<file path="config.mk">
export PLATFORM = sky130hd
export DESIGN_NAME = link_rx
export DESIGN_NICKNAME = d
export VERILOG_FILES = /design/src/rtl/link_rx_pkg.sv /design/src/rtl/link_rx_sync.sv /design/src/rtl/link_rx_timer.sv /design/src/rtl/link_rx_frame.sv /design/src/rtl/link_rx_buf.sv /design/src/rtl/link_rx.sv
export SDC_FILE = /design/constraint.sdc
export NUM_CORES = 1
export LEC_CHECK = 0
export ABC_AREA = 0
export BUFFER_PORTS_ARGS = -buffer_cell sky130_fd_sc_hd__buf_2
export CAP_MARGIN = 40
export CORE_AREA = 2 2 55 57
export DETAILED_ROUTE_END_ITERATION = 10
export DIE_AREA = 0 0 57 59
export GPL_TIMING_DRIVEN = 0
export PLACE_DENSITY_LB_ADDON = 0.25
export SKIP_CTS_REPAIR_TIMING = 1
export SLEW_MARGIN = 15
export SYNTH_ARGS = -nofsm -noshare
export SYNTH_HDL_FRONTEND = slang
export SYNTH_SLANG_ARGS = --single-unit
</file>
<file path="constraint.sdc">
create_clock -name clk -period 4.6 [get_ports clk]
set_input_delay 0.46 -clock clk [delete_from_list [all_inputs] [get_ports clk]]
set_output_delay 0.46 -clock clk [all_outputs]
set_load 0.01 [all_outputs]
</file>
<file path="src/rtl/link_rx_pkg.sv">
package link_rx_pkg;
  typedef enum logic [2:0] {
    ST_WAITLOW,
    ST_HUNT,
    ST_TYPE,
    ST_DATA,
    ST_STOP
  } rx_state_e;

  // Clocks from the detected start edge to the centre of the type bit, minus one.
  function automatic int unsigned first_gap(input int unsigned div);
    return div + div / 2 - 1;
  endfunction

  // Clocks between later samples, minus one.
  function automatic int unsigned next_gap(input int unsigned div);
    return div - 1;
  endfunction
endpackage

</file>
<file path="src/rtl/link_rx_sync.sv">
module link_rx_sync #(
  parameter int STAGES = 2
) (
  input  logic clk,
  input  logic rst_n,
  input  logic d,
  output logic q
);
  logic [STAGES-1:0] chain;

  always_ff @(posedge clk) begin
    if (!rst_n) chain <= '0;
    else        chain <= {chain[STAGES-2:0], d};
  end

  assign q = chain[STAGES-1];
endmodule

</file>
<file path="src/rtl/link_rx_timer.sv">
module link_rx_timer
  import link_rx_pkg::*;
#(
  parameter int DW = 4,
  parameter int CW = 4
) (
  input  logic          clk,
  input  logic          rst_n,
  input  logic          load,
  input  logic          run,
  input  logic [DW-1:0] sel_div,
  output logic          tick,
  output logic [DW-1:0] div_q
);
  logic [CW-1:0] cnt;

  always_ff @(posedge clk) begin
    if (!rst_n) begin
      cnt   <= '0;
      div_q <= '0;
    end else if (load) begin
      div_q <= sel_div;
      cnt   <= CW'(first_gap(32'(sel_div)));
    end else if (run) begin
      if (cnt == '0) cnt <= CW'(next_gap(32'(div_q)));
      else           cnt <= cnt - CW'(1);
    end
  end

  assign tick = run && (cnt == '0);
endmodule

</file>
<file path="src/rtl/link_rx_frame.sv">
module link_rx_frame
  import link_rx_pkg::*;
#(
  parameter int DATA_BITS = 8
) (
  input  logic                 clk,
  input  logic                 rst_n,
  input  logic                 line_s,
  input  logic                 tick,
  output logic                 start_evt,
  output logic                 run,
  output logic                 store_evt,
  output logic [DATA_BITS-1:0] shift_byte,
  output logic                 ack_pulse,
  output logic                 frame_err
);
  localparam int IW = $clog2(DATA_BITS);

  rx_state_e      state;
  logic [IW-1:0]  idx;

  always_comb begin
    start_evt = (state == ST_HUNT) && line_s;
    run       = (state == ST_TYPE) || (state == ST_DATA) || (state == ST_STOP);
    store_evt = tick && (state == ST_STOP) && !line_s;
  end

  always_ff @(posedge clk) begin
    if (!rst_n) begin
      state      <= ST_WAITLOW;
      idx        <= '0;
      shift_byte <= '0;
      ack_pulse  <= 1'b0;
      frame_err  <= 1'b0;
    end else begin
      ack_pulse <= 1'b0;
      frame_err <= 1'b0;
      case (state)
        ST_WAITLOW: if (!line_s) state <= ST_HUNT;
        ST_HUNT:    if (line_s)  state <= ST_TYPE;
        ST_TYPE: if (tick) begin
          if (line_s) begin
            state <= ST_DATA;
            idx   <= '0;
          end else begin
            ack_pulse <= 1'b1;
            state     <= ST_WAITLOW;
          end
        end
        ST_DATA: if (tick) begin
          shift_byte <= {line_s, shift_byte[DATA_BITS-1:1]};
          if (idx == IW'(DATA_BITS - 1)) state <= ST_STOP;
          else                           idx   <= idx + IW'(1);
        end
        ST_STOP: if (tick) begin
          if (line_s) frame_err <= 1'b1;
          state <= ST_WAITLOW;
        end
        default: state <= ST_WAITLOW;
      endcase
    end
  end
endmodule

</file>
<file path="src/rtl/link_rx_buf.sv">
module link_rx_buf #(
  parameter int DATA_BITS = 8
) (
  input  logic                 clk,
  input  logic                 rst_n,
  input  logic                 store,
  input  logic [DATA_BITS-1:0] din,
  input  logic                 take,
  output logic [DATA_BITS-1:0] dout,
  output logic                 valid
);
  always_ff @(posedge clk) begin
    if (!rst_n) begin
      dout  <= '0;
      valid <= 1'b0;
    end else if (store) begin
      dout  <= din;
      valid <= 1'b1;
    end else if (take) begin
      valid <= 1'b0;
    end
  end
endmodule

</file>
<file path="src/rtl/link_rx.sv">
module link_rx
  import link_rx_pkg::*;
#(
  parameter int DIV_SLOW  = 8,
  parameter int DIV_FAST  = 4,
  parameter int DATA_BITS = 8,
  parameter int SYNC_STG  = 2
) (
  input  logic                 clk,
  input  logic                 rst_n,
  input  logic                 speed_hi,
  input  logic                 line_in,
  input  logic                 rx_take,
  output logic [DATA_BITS-1:0] rx_byte,
  output logic                 rx_valid,
  output logic                 ack_pulse,
  output logic                 frame_err
);
  localparam int DW = $clog2(DIV_SLOW + 1);
  localparam int CW = $clog2(DIV_SLOW + DIV_SLOW / 2 + 1);

  logic                 line_s;
  logic                 tick;
  logic                 start_evt;
  logic                 run;
  logic                 store_evt;
  logic [DATA_BITS-1:0] shift_byte;
  logic [DW-1:0]        sel_div;
  logic [DW-1:0]        div_q;

  assign sel_div = speed_hi ? DW'(DIV_FAST) : DW'(DIV_SLOW);

  link_rx_sync #(.STAGES(SYNC_STG)) u_sync (
    .clk(clk), .rst_n(rst_n), .d(line_in), .q(line_s)
  );

  link_rx_timer #(.DW(DW), .CW(CW)) u_timer (
    .clk(clk), .rst_n(rst_n), .load(start_evt), .run(run),
    .sel_div(sel_div), .tick(tick), .div_q(div_q)
  );

  link_rx_frame #(.DATA_BITS(DATA_BITS)) u_frame (
    .clk(clk), .rst_n(rst_n), .line_s(line_s), .tick(tick),
    .start_evt(start_evt), .run(run), .store_evt(store_evt),
    .shift_byte(shift_byte), .ack_pulse(ack_pulse), .frame_err(frame_err)
  );

  link_rx_buf #(.DATA_BITS(DATA_BITS)) u_buf (
    .clk(clk), .rst_n(rst_n), .store(store_evt), .din(shift_byte),
    .take(rx_take), .dout(rx_byte), .valid(rx_valid)
  );
endmodule

</file>
# After elaboration in Yosys (flattened, before gate mapping)
# Cells that the tools add are included.
# Widths: inputs -> output; s select.
# totals
register_bits	35
output_inout_bits	11
word_cells	66
# classes
add_sub_neg	5
n_eq_ne	13
mux	21
n_reduce_logical	17
# op_table
operator	n
$mux 3	10
$mux 4	4
$pmux 3 s5	1
$sub 4x1->4 const B	3
$ne 2x2->1 const B	5
$eq 3x2->1 const B	2
$eq 3x3->1 const B	2
$ne 2x1->1 const B	3
$pmux 3 s2	1
$reduce_and 3->1	2
$reduce_and 6->1	1
$reduce_bool 2->1	3
$reduce_and 5->1	1
$add 4x3->4	1
$logic_and 1x1->1	4
$logic_not 4->1	1
$mux 1	4
$add 3x1->3 const B	1
$eq 3x1->1 const B	1
$logic_not 3->1	1
$logic_or 1x1->1	2
$mux 2	1
$reduce_and 2->1	1
$logic_not 1->1	1

# Longest topological paths before layout
# depth
word_depth	7
mapped_depth	6
depth_no_buf	6

# Hierarchy
# A second synthesis with hierarchy kept.
# hier_totals
hier_cells	183
hier_area_um2	1700.4
# by_module_without_submodules
mod	n_inst	cells_each	area_per_inst_um2	seq_area_each_um2
link_rx_frame	1	86	734.5	320.3
link_rx_timer	1	63	570.5	160.2
link_rx_buf	1	28	335.3	180.2
link_rx_sync	1	4	52.6	40.0
link_rx	1	2	7.5	0.0

# Least setup slack after synthesis
# No wires, ideal clock.
# synth_path
kind	flip-flop to flip-flop
from	register u_timer.cnt[0]
to	register u_frame.shift_byte[0]
setup_ns	0.124
arrival_ns	1.665
required_time_ns	4.476
slack_ns	2.811
path_stages_with_launch	6
cell_sequence	dfxtp_1 or4_4 buf_6 nor3_4 mux2i_1 nor2_1
# synth_between
elab_chain_len	3
# synth_lines
element	line	text
from (decl)	link_rx_timer.sv:15	logic [CW-1:0] cnt;
from (signal assigned)	link_rx_timer.sv:23	cnt <= CW'(first_gap(32'(sel_div)));
from (signal assigned)	link_rx_timer.sv:25	if (cnt == '0) cnt <= CW'(next_gap(32'(div_q)));
from (signal assigned)	link_rx_timer.sv:26	else cnt <= cnt - CW'(1);
$logic_not 4->1	link_rx_timer.sv:30	assign tick = run && (cnt == '0);
$logic_and 1x1->1	link_rx_timer.sv:30	
$reduce_and 2->1 (no line)	n/a	
to (signal assigned)	link_rx_frame.sv:51	shift_byte <= {line_s, shift_byte[DATA_BITS-1:1]};
to (decl)	link_rx_frame.sv:13	output logic [DATA_BITS-1:0] shift_byte,
# Every way passes these cells.
# A chain may end at the register's enable or synchronous reset.

# Final worst setup path
# layout_path
from	register u_timer.cnt[0]
to	register u_frame.idx[0]
# layout_between
elab_chain_len	4
word_cells_on_any_way	5
cone_classes	2 x eq/ne; 3 x reduce/logical
# layout_lines
element	line	text
$logic_not 4->1 (*)	link_rx_timer.sv:30	
$logic_and 1x1->1 (*)	link_rx_timer.sv:30	
$ne 2x1->1 (no line)	n/a	
$reduce_and 5->1 (no line) (*)	n/a	
to (signal assigned)	link_rx_frame.sv:53	else idx <= idx + IW'(1);
to (decl)	link_rx_frame.sv:20	logic [IW-1:0] idx;
# Every way passes the cells marked *; elsewhere a longest branch is shown, timed or not.

==> impl_results.md <==
- Mapped cell area: 1480 um^2
- CP max stage cell: nor4_2
- DR iter-0 viols: 40
- Clk sinks: 33
- Fraction of registers with async set/reset: 0
- Synth top area cells: dfxtp_1, mux2i_1, nand2_1
- Max Fanout on Critical Path: 7
- CP arrival: 2.25 ns
- P per Cell Area: 394 nW/um^2
- Synth top cells by count: dfxtp_1, nand2_1, nor2_1, o21ai_1
- Simple-gate share of the synthesized area: 0.288
- CP cell instances: nor4_2 -> nand4b_1 -> or4_1 -> a21oi_1
- Vias: 1240
- DPL Wire Length: 2100 um
- CTS tree: yes
- Die Ht: 59 um
- Delay of the slowest cell on the worst path: 0.56 ns
- Vias per cell: 5.61
- Unrepaired setup endpoints after global routing: false
- Most common cell in the netlist: dfxtp_1
- Synthesized-area fraction occupied by adder cells: 0.0254
- Residual DRC: 0
- Period utilization: 0.429
- CP startpoint kind: flop
- Post-Syn Instances: 168
- Worst hold slack: 0.307 ns
- Root Driver: clkbuf_4
- Slew Viols, Final: 0
- Final Hold Vio Count: 0
- Vias in the first global route: 1159
- Gpl congestion: 0.799
- Die Area: 3360 um^2
- TNS Setup: 0 ns
- CP Data Required Time: 4.87 ns
- Largest family of logic cells by synthesized area: simple AND/OR/NAND/NOR gates
- Clock latency on the worst-skew pair: 0.34 ns
- Mean post-synth cell area: 8.81 um^2
- Clock Pin Slew Worst Setup and Hold Paths: 0.10 ns
- Initial core utilization: 0.546
- Setup violators final: 0
- 1st-pass router iterations: 4
- Worst setup EP type: flop
- Ant. Diodes: 0
- Slew headroom: 0.629
- Buf+Inv Stages, Crit Path: 0
- TritonCTS Buffers: 5
- Total power: 0.660 mW
- Site Rows: 19
- Status: completed
- FMAX: 0.506 GHz
- Share of the synthesized area in the top cell type: 0.446
- Post-route ant nets: 0
- Maximum VDD drop: 0.285 mV
- Layout cells sized above 1: 0.163
- Fin crit period: 1.97 ns
- Multiplexer share of the synthesized area: 0.0676
- Final core utilization: 0.618
- Actual slew at the worst max-slew pin: 0.553 ns
- Ys Warns: 0
- I/O pin total: 16
- Drt total wl: 2950 um
- Total core area: 2710 um^2
- Xor/xnor share of the synthesized area: 0.0118
- Net count, final: 197
- Compound-gate portion of the synthesized area: 0.0997
- Synth area leader: dfxtp_1
- Port bufs: 14
- Syn Nets: 176
- Leak Pwr: 0.657 nW
- GR Overflow Total: 0
- Max-cap violations: 0
- PnR worst setup slack: 2.63 ns
- HP Class: in2reg
- First-pass GRT wire length: 5060 um
- Post-synth EDFFs: 0
- Layout Skew: 0.0128 ns
- Cell family with most CP delay: simple AND/OR/NAND/NOR gates
- GRT Util Overall: 0.199
- Area grow syn2layout: 13.1%
- Initial antenna violation count: 0
- Post-synth top flop: dfxtp_1
- Distinct cell type count after synthesis: 41
- CTS H-tree depth: 2
- Clock Path Buffers: 2
- Critical path class: reg2reg
- Pre-CTS WS: 2.65 ns
- Seq cells post-synth: 33
- WL/cell: 13.3 um
- Pin count of the biggest net entering global routing: 11
- Die W: 57 um
- Seq/Total Area, Yosys: 0.446
-- final cells by class --
type	count	area, um^2
repair buffers	14	70.1
clock inverters	1	30.0
inverters	6	27.5
fillers	248	1040
multi-input cells	119	729
well taps	31	38.8
flip-flops and latches	33	661
plain buffers	10	62.6
clock buffers	7	55.1
-- cells in the final DEF (no fill, tap or decap), types with 2 or more instances in the layout --
cell type / instances
mux2i_1: 10
nand3_1: 10
clkbuf_1: 5
nand2_1: 18
a21oi_1: 6
o21ai_0: 2
ha_1: 3
nand2b_1: 4
inv_1: 4
a311oi_1: 2
clkbuf_4: 5
buf_4: 3
nor2b_1: 2
buf_2: 15
o21ai_1: 11
nor3_1: 8
and2_1: 3
nor2_1: 16
nor3_4: 2
dfxtp_1: 33
nand4_1: 2
a31oi_1: 2
nor4_1: 3
-- worst register-to-register path, cell delays in order, from the launching register on --
cell	delay (ns)
dfxtp_1	0.39
nor4_2	0.56
nand4b_1	0.33
or4_1	0.49
a21oi_1	0.13
-- report_power, final --
group | switching (mW) | internal (mW) | total [mW]
Sequential | 0.0135 | 0.297 | 0.310
Clock | 0.0997 | 0.130 | 0.229
Combinational | 0.0689 | 0.0514 | 0.120
Total | 0.182 | 0.478 | 0.660
-- through the flow --
step,cell area [um^2],cells
3_3_place_gp,1590,213
5_1_grt,1670,221
4_1_cts,1670,221
3_5_place_dp,1590,213
2_1_floorplan,1480,168
6_report,1670,221
-- per-layer routing --
| metal | up-vias | track usage | part of all wire |
|---|---|---|---|
| li1 | 633 | - | - |
| met3 | 6 | 0.0459 | 0.037 |
| met2 | 25 | 0.323 | 0.49 |
| met5 | - | 0 | 0 |
| met1 | 576 | 0.237 | 0.45 |
| met4 | 0 | 0.133 | 0.023 |
-- kinds of logic after synthesis --
family	after synthesis
and+or+nand+nor	78
DFF	33
AOI/OAI and AO/OA	26
buffers and inverters	16
muxes	10
adders and majority gates	3
xor gates and xnor gates	2
-- state kept, by name (all words and copies together), names as in the netlist --
signal and cells:
u_buf.dout 8, u_frame.shift_byte 8, u_timer.cnt 4, u_frame.idx 3
u_frame.state 3, u_sync.chain 2, u_timer.div_q 2, u_buf.valid 1
u_frame.ack_pulse 1, u_frame.frame_err 1
-- final timing paths --
| check | start | slack, ns | to | cells past startpoint |
|---|---|---|---|---|
| max reg2reg | u_timer.cnt[0] | 2.63 | u_frame.idx[0] | 4 |
| max | u_timer.cnt[0] | 2.63 | u_frame.idx[0] | 4 |
| min | speed_hi | 0.31 | u_timer.div_q[3] | 2 |
| min reg2reg | u_sync.chain[0] | 0.43 | u_sync.chain[1] | 1 |
No activity file was read; power rests on OpenSTA's default activity.
